**src/rtl/pport_ctl_pkg.sv**
```systemverilog
package pport_ctl_pkg;
  parameter int REG_W = 8;
  parameter int MODE_W = 3;
  parameter int NUM_FORCE = 2;          // strobe, autofeed
  parameter int INIT_BIT = 2;
  parameter int DIR_BIT = 5;
  parameter int KEEP_W = 6;             // bits 5:0 are stored
  parameter logic [MODE_W-1:0] MODE_STD  = 3'b000;
  parameter logic [MODE_W-1:0] MODE_FIFO = 3'b010;

  typedef struct packed {
    logic loadReg;
    logic dirIgnore;
  } ctlStrobe_t;
endpackage

```
**src/rtl/pport_ctl_seq.sv**
```systemverilog
module pport_ctl_seq
  import pport_ctl_pkg::*;
(
  input  logic              wrEn,
  input  logic [MODE_W-1:0] portMode,
  output ctlStrobe_t        stb
);
  always_comb begin
    stb.loadReg   = wrEn;
    stb.dirIgnore = (portMode == MODE_STD) || (portMode == MODE_FIFO);
  end
endmodule

```
**src/rtl/pport_ctl_dp.sv**
```systemverilog
module pport_ctl_dp
  import pport_ctl_pkg::*;
(
  input  logic                 clk,
  input  logic                 rstN,
  input  ctlStrobe_t           stb,
  input  logic [REG_W-1:0]     wrData,
  input  logic [NUM_FORCE-1:0] smReqN,
  output logic [REG_W-1:0]     rdData,
  output logic [NUM_FORCE-1:0] lineN,
  output logic                 initLineN,
  output logic                 dataDrvEn
);
  localparam int PAD_W = REG_W - KEEP_W;

  logic [KEEP_W-1:0] ctlReg;

  always_ff @(posedge clk or negedge rstN) begin
    if (!rstN) ctlReg <= '0;
    else if (stb.loadReg) ctlReg <= wrData[KEEP_W-1:0];
  end

  // either the register override or the state machine pulls a line low
  for (genvar i = 0; i < NUM_FORCE; i++) begin : g_force
    assign lineN[i] = smReqN[i] & ~ctlReg[i];
  end

  assign initLineN = ~ctlReg[INIT_BIT];
  assign dataDrvEn = stb.dirIgnore | ~ctlReg[DIR_BIT];
  assign rdData    = {{PAD_W{1'b0}}, ctlReg};
endmodule

```
**src/rtl/pport_ctl_mux.sv**
```systemverilog
module pport_ctl_mux
  import pport_ctl_pkg::*;
(
  input  logic             clk,
  input  logic             rstN,
  input  logic             wrEn,
  input  logic [REG_W-1:0] wrData,
  output logic [REG_W-1:0] rdData,
  input  logic [MODE_W-1:0] portMode,
  input  logic             smStrobeN,
  input  logic             smFeedN,
  output logic             strbLineN,
  output logic             feedLineN,
  output logic             initLineN,
  output logic             dataDrvEn
);
  ctlStrobe_t stb;
  logic [NUM_FORCE-1:0] lineN;

  pport_ctl_seq u_seq (.wrEn(wrEn), .portMode(portMode), .stb(stb));

  pport_ctl_dp u_dp (
    .clk(clk), .rstN(rstN), .stb(stb), .wrData(wrData),
    .smReqN({smFeedN, smStrobeN}), .rdData(rdData), .lineN(lineN),
    .initLineN(initLineN), .dataDrvEn(dataDrvEn)
  );

  assign strbLineN = lineN[0];
  assign feedLineN = lineN[1];
endmodule

```
**config.mk**
```make
export PLATFORM = sky130hd
export DESIGN_NAME = pport_ctl_mux
export DESIGN_NICKNAME = d
export VERILOG_FILES = /design/src/rtl/pport_ctl_pkg.sv /design/src/rtl/pport_ctl_seq.sv /design/src/rtl/pport_ctl_dp.sv /design/src/rtl/pport_ctl_mux.sv
export SDC_FILE = /design/constraint.sdc
export NUM_CORES = 1
export LEC_CHECK = 0
export BUFFER_PORTS_ARGS = -buffer_cell sky130_fd_sc_hd__buf_2
export CORE_AREA = 2 2 39 41
export CTS_BUF_LIST = sky130_fd_sc_hd__clkbuf_16
export DETAILED_ROUTE_END_ITERATION = 8
export DIE_AREA = 0 0 41 43
export HOLD_SLACK_MARGIN = 0.02
export PLACE_DENSITY = 0.61
export SYNTH_ARGS = -nofsm -noshare
export SYNTH_HDL_FRONTEND = slang
export SYNTH_SLANG_ARGS = --single-unit
```
**constraint.sdc**
```tcl
create_clock -name clk -period 1.1 [get_ports clk]
set_clock_uncertainty 0.1 [all_clocks]
set_input_delay 0.165 -clock clk [delete_from_list [all_inputs] [get_ports clk]]
set_output_delay 0.165 -clock clk [all_outputs]
set_load 0.01 [all_outputs]
```
==> results.md, run 1 <==
- After detailed routing, the number of remaining DRC violations is 0.
- The floorplan die width is around 40 µm.
- The initial antenna violation count came to 0.
- For this run, the detailed router's first-pass iteration total came to 1.
- Summed over its instances, the top area cell type makes up 51.50% of the synthesized netlist area.
- In the post-route analysis, the smallest setup slack over all paths is -0.1743 ps.
- STA classifies the critical path startpoint as a flop.
- Entering global routing, the biggest net connects 7 pins.
- The clock drives 6 sinks.
- After floorplanning, the core was divided into 14 placement rows.
- The number of global-route vias before repair came to ~220.
- Global routing consumed, over all layers together, 8.291% of the routing resources.
- Data arrives at the worst endpoint at 840 ps.
- The max capacitance violation total is 0.
- The final hold violation count was 0.
- The worst path in the final design needs a cycle of roughly 1100 ps, including I/O delays and setup.
- The data required time of the worst path is 830 ps.
- The cell with the largest stage delay on the worst path is dfrtp_1.
- The register with the most flip-flops in the layout has 6 of them.
- After synthesis, the cell types taking the most area are dfrtp_1 52%, mux2_4 31%, buf_4 5.2%, nor2b_1 4.3%, buf_6 3.9%.
- The hold path startpoint is wrData[5].
- The clock-pin slew reported for the worst setup and hold paths after clock tree synthesis is 30 ps.
- Sequential cells were found to cover 51.50% of the synthesized design area.
- The peak clock frequency supported by timing is 0.9089 GHz.
- Clock tree synthesis selected as its root buffer the cell clkbuf_16.
- The die covers roughly 0.0018 mm².
- The reg-to-reg startpoint is u_dp.ctlReg[0].
- The final non-filler cell total is 62.
- The number of nets in the final layout is 64.
- The pre-CTS setup slack is 173.4 ps.
- The detail-routed net length per standard cell is between 10 and 15 µm.
- The count of final max-slew check failures is 0.
- The worst-case IR drop observed on VDD is 0.0007137 V.
- By count the netlist is led by 6 x dfrtp_1, 6 x mux2_4, 2 x buf_4, 2 x nor2b_1.
- The placer congestion estimate is 0.6176.
- For this design the static power due to leakage is 0.0002765 µW.
- The number of cell instances on the worst register-to-register path is 3.
- The endpoint with the worst hold slack is u_dp.ctlReg[5].
- The total clock buffers created by CTS is 3.
- The path type of the worst setup path is reg2out.
- The mapped netlist covers slightly below 300 µm².
- The number of antenna diodes in the final layout is 0.
- The delay of the slowest cell on the worst path is around 380 ps.
- The initial utilization of the core area, before any placement, comes to 21.07%.
- Counting instances, the worst hold path has a depth of 2.
- Counting along the longest clock path gives a buffer depth of 2.
- Of all flip-flops after synthesis, the portion carrying an async set or reset was 100.0%.
- 28 I/O pins were placed.
- The via-per-instance ratio is 3.823.
- Compared with the post-synthesis result, the final layout area differs by 72.53%.
- After technology mapping, the gate count stands at 20.
- The capture point of the worst reg-to-reg path is u_dp.ctlReg[0].
- The most instantiated flip-flop cell in the synthesis netlist is dfrtp_1.
- The run finished, with violations left.
- For this block, the initial DRC count from the detailed router was 0.
- The sort of element at the end of the critical path is an output pin.
- Summed over all instances, the cell type with the most area after synthesis is dfrtp_1.
- The core footprint is between 0.001 and 0.0015 mm².
- The synthesized area divided by synthesized cell count is 14.58 µm².
- The final-report setup violation count is 1.
- The detailed-route via count is 237.
- The CTS tree is yes.
- The final reports fail on negative setup slack.
- The synthesized design contains 6 register bits.
- Once placement completed, the tool counted placed cells totaling 56.
- The register with the most flip-flops in the final layout is u_dp.ctlReg.
- The final critical path takes up 100.0% of the cycle.
- Counting flops with a built-in enable in the synthesized netlist gives 0.
- Walking the worst path, the cells encountered are nor2b_1 > buf_2.
- The proportion of layout cells with a drive suffix above 1 is 71.74%.
- The worst setup slack for register-to-register paths is 10 ps.
- The floorplan step set the die height to roughly 43 µm.
- The global route total overflow is 0.
- The path class of the tightest hold or removal check is in2reg.
- The number of nets with antenna violations after routing is 0.
- The first global-routing pass estimated 869 µm of wire.
- Of all nets on the critical path, the largest fanout is 3.
- The unique cell type count in the Yosys netlist is 8.
- The H-tree depth is 1.
- The largest registers in the layout are u_dp.ctlReg (6).
- Setup repair after global routing could not meet its margin everywhere.
- The startpoint of the worst setup timing path is u_dp.ctlReg[1].
- The insertion delay to the later sink of the worst-skew pair is 220 ps.
- The quantity of I/O buffers inserted on ports is 22.
- The power per standard cell area is roughly 1900 mW/mm².
- For this run, the number of Yosys warnings is 0.
- The final layout contains routed wiring with a total length of 626 µm.
[where the power goes]
group          leakage (µW)  switching, µW  internal [µW]  total, µW
sequential        0.0000702           14.3            245        259
clock             0.0000370            108            465        573
combinational      0.000169           59.1           87.4        147
total              0.000276            182            797        979
[cells in the final DEF (no fill, tap or decap)]
cell,n
buf_2,22
mux2_4,6
dfrtp_1,6
clkbuf_16,3
nor2b_1,2
conb_1,2
inv_1,1
o21ai_1,1
dlygate4sd3_1,1
buf_6,1
buf_4,1
[per-layer routing]
layer / up-vias / global-route usage [%] / wire length (µm) / share of wire (%)
met4: 0 / 8.000 / 0 / 0
li1: 112 / - / - / -
met1: 102 / 9.868 / 302 / 48
met2: 23 / 8.750 / 212 / 34
met5: - / 0 / 0 / 0
met3: 0 / 6.283 / 111 / 18
[kinds of logic after synthesis]
| family | share of synthesized area, % |
|---|---|
| muxes | 30.90 |
| DFF | 51.50 |
| buffers and inverters | 10.30 |
| and+or+nand+nor | 4.291 |
| AOI/OAI and AO/OA | 1.715 |
| other | 1.286 |
[what timing repair did]
action / in CTS / in global routing
hold endpoints to repair: 6 / 0
resized for setup: 1 / 1
setup buffers: 1 / 1
endpoints found under the setup margin: 3 / 3
hold buffers: 1 / 0
[worst max-delay path, delay by kind of cell (launching register included)]
| kind | cells | cell delay, ps |
|---|---|---|
| flip-flops | 1 | 380 |
| buffers and inverters | 1 | 130 |
| AND/OR/NAND/NOR | 1 | 100 |
[through the flow]
step	area, µm²	utilization, %	hold WS [ps]	power (µW)	setup TNS (ps)
2_1_floorplan	295.3	-	-230.6	337.8	0
3_3_place_gp	399.1	28.84	-107.6	390.5	0
3_5_place_dp	399.1	28.84	-103.8	391.2	0
4_1_cts	491.7	35.53	66.88	989.1	-15.65
5_1_grt	503.0	36.35	72.65	1032	-202.8
6_report	503.0	36.35	69.40	978.8	-0.1743
[how the worst max path moves through the flow]
stage / endpoint / slack, ps / cells past startpoint
4_1_cts: feedLineN / -10 / 2
3_5_place_dp: u_dp.ctlReg[4] / 170 / 2
6_report: feedLineN / -0.2 / 2
3_3_place_gp: u_dp.ctlReg[3] / 190 / 2
5_1_grt: feedLineN / -100 / 2
2_1_floorplan: u_dp.ctlReg[0] / 210 / 1
[cell type report]
| type | instances | area (µm²) |
|---|---|---|
| Timing Repair Buffer | 25 | 138.9 |
| Tap cell | 16 | 20.02 |
| Inverter | 1 | 3.754 |
| Multi-Input combinational cell | 11 | 115.1 |
| Sequential cell | 6 | 150.1 |
| Clock buffer | 3 | 75.07 |
| Fill cell | 134 | 880.8 |
No activity file was read; power rests on OpenSTA's default activity.
==> run 2: changes to the inputs <==
==> constraint.sdc (replaced) <==
create_clock -name clk -period 1.38 [get_ports clk]
set_clock_uncertainty 0.1 [all_clocks]
set_input_delay 0.207 -clock clk [delete_from_list [all_inputs] [get_ports clk]]
set_output_delay 0.207 -clock clk [all_outputs]
set_load 0.01 [all_outputs]
==> run 2 against run 1 <==
  * The flow now finishes without violations
  * Clock power decreased by 20%
  * Global-route usage decreased by 0.30 points
  * Die area unchanged
  * Flip-flop and latch count unchanged
  * First-iteration DRC count unchanged
  * Hold slack improved by 42 ps
  * Critical path depth unchanged
  * Final area decreased by 3.7%
==> results.md, run 2 (synthesized netlist as in run 1, its figures left out) <==
- The final critical path takes up 82.98% of the cycle.
- The worst-case vdd ir drop came to 0.0005636 V (was 0.0007137 V).
- The number of cell instances on the worst register-to-register path was 1 (was 3).
- The detailed-route via count is 224 (was 237).
- The global-route wire length before repair is 834 µm (was 869 µm).
- The number of sinks driven by the clock tree is 6 (unchanged).
- The final-report setup violation count came to 0 (was 1).
- The data arrival at the endpoint of the critical path came to 840 ps (about the same).
- The count of final max-slew check failures was 0 (unchanged).
- The worst hold path stage count came to 2 (unchanged).
- The overall die area is 0.001763 mm² (unchanged).
- The number of nets in the final layout is 62 (was 64).
- The leading cell type in the layout, fill and taps excluded is buf_2 (unchanged).
- The insertion delay to the later sink of the worst-skew pair is 220 ps (about the same).
- The placer congestion estimate was 0.6178 (was 0.6176).
- The power per standard cell area was 1585 mW/mm² (was 1946 mW/mm²).
- The flip-flop count of the largest register, all copies and words added is 6 (unchanged).
- The largest net degree at the start of global routing is 7 (unchanged).
- The worst min-delay path class is in2reg (unchanged).
- The number of buffers between clock root and the deepest sink is 2 (unchanged).
- The sort of element at the end of the critical path is an output pin (unchanged).
- The area of combinational cells with multiple inputs was 115.1 µm² (unchanged).
- The die height is 43 µm (unchanged).
- The global route total overflow was 0 (unchanged).
- The core footprint is 0.001384 mm² (unchanged).
- The H-tree depth is 1 (unchanged).
- The remaining routing DRC violations is 0 (unchanged).
- The number of optimization iterations in the first detailed-route pass is 1 (unchanged).
- The proportion of layout cells with a drive suffix above 1 is 70.45% (was 71.74%).
- The path type of the worst setup path is reg2out (unchanged).
- The final hold violation count came to 0 (unchanged).
- The met2 wire length is 189 µm (was 212 µm).
- The cell leakage power was 0.0002656 µW (was 0.0002765 µW).
- The number of global-route vias before repair is 217 (was 223).
- The starting density of the core came to 21.07% (unchanged).
- Setup repair after global routing missed its margin: false (was true).
- The wire length on met3 is 121 µm (was 111 µm).
- The total clock buffers created by CTS is 3 (unchanged).
- The max capacitance violation total came to 0 (unchanged).
- The largest register by flop count is u_dp.ctlReg (unchanged).
- The antenna diode count came to 0 (unchanged).
- The total of cells resized after clock tree synthesis came to 0 (was 1).
- The final core utilization came to 34.99% (was 36.35%).
- The sum of negative setup slack came to 0 ps (was -0.1743 ps).
- The clock period minus worst slack is about 1100 ps.
- The cell at the root of the clock tree is clkbuf_16 (unchanged).
- The count of standard-cell rows is 14 (unchanged).
- The initial antenna violation count is 0 (unchanged).
- The overall routed net length is 594 µm (was 626 µm).
- The sequential standard cell area was 150.1 µm² (unchanged).
- The clock-pin slew reported for the worst setup and hold paths after clock tree synthesis is 30 ps (about the same).
- The total routed wire length on the met1 layer came to 283 µm (was 302 µm).
- The peak clock frequency supported by timing is 0.8733 GHz.
- The synthesis-to-finish area growth came to 66.09% (was 72.53%).
- The highest routed metal layer is met3 (unchanged).
- The quantity of I/O buffers inserted on ports is 22 (unchanged).
- The overall power of the completed layout is 767.4 µW (was 978.8 µW).
- The CTS tree is yes (unchanged).
- The first-iteration detailed-routing DRC count is 0 (unchanged).
- The global-route usage over all layers came to 7.988% (was 8.291%).
- Largest registers: u_dp.ctlReg (6) (unchanged).
- The floorplan die width was 41 µm (unchanged).
- The number of nets with antenna violations after routing is 0 (unchanged).
- The data required time of the worst path is 1070 ps (was 830 ps).
- The biggest fanout along the worst timing path is 3 (unchanged).
- The detail-routed net length per standard cell is 9.900 µm (was 10.10 µm).
- Commonest cells after routing, fill and taps aside: 22 x buf_2, 6 x mux2_4, 6 x dfrtp_1 (unchanged).
- The final non-filler cell total is 60 (was 62).
- The via-per-instance ratio was 3.733 (was 3.823).
- The critical path launch point type is a flop (unchanged).
- The boundary pin count is 28 (unchanged).
- The number of placed instances with taps included was 56 (unchanged).
- The buffers inserted during post-CTS setup optimization came to 0 (was 1).
- The count of fill cells added during filler insertion is 137 (was 134).
- Result of the run: finished, final reports clean (was complete, but fails checks).
## run 2: timing repair
item / CTS / global route
hold buffers: 1 / 0
endpoints found under the setup margin: 0 / 0
hold endpoints to repair: 6 / 0
## run 2: final cells by class
| class | instances | share of cell area, % |
|---|---|---|
| clock buffer | 3 | 15.50 |
| inverter | 1 | 0.7752 |
| multi-input combinational | 11 | 23.77 |
| sequential | 6 | 31.01 |
| tap | 16 | 4.134 |
| timing repair buffer | 23 | 24.81 |
## run 2: critical path: stages (launching register included)
cell and delay (ps):
dfrtp_1 380, nor2b_1 100, buf_2 130
## run 2: path summary, 6_finish.rpt
path	start	endpoint	slack [ps]
worst max register to register	u_dp.ctlReg[2]	u_dp.ctlReg[2]	510
worst max-delay path	u_dp.ctlReg[0]	strbLineN	230
max in group asynchronous	rstN	u_dp.ctlReg[5]	810
min in group asynchronous	rstN	u_dp.ctlReg[3]	230
worst min-delay path	wrData[5]	u_dp.ctlReg[5]	110
worst min register to register	u_dp.ctlReg[4]	u_dp.ctlReg[4]	400
## run 2: per-layer routing
metal,up-vias,global-route usage [%]
met5,-,0
met4,0,8.000
met3,0,6.283
met2,23,8.125
met1,93,9.539
li1,108,-
## run 2: power breakdown
part	internal [µW]	switching [µW]
registers	195	11.5
logic	60.8	44.2
clock network	371	85.3
## run 2: metrics by stage
| step | worst slack (ps) | area [µm²] | hold WS [ps] |
|---|---|---|---|
| 3_5_place_dp | 411.4 | 399.1 | -61.75 |
| 4_1_cts | 225.0 | 484.2 | 108.9 |
| 3_3_place_gp | 425.5 | 399.1 | -65.55 |
| 5_1_grt | 140.4 | 484.2 | 115.9 |
| 6_report | 234.9 | 484.2 | 111.9 |
| 2_1_floorplan | 466.8 | 295.3 | -188.6 |
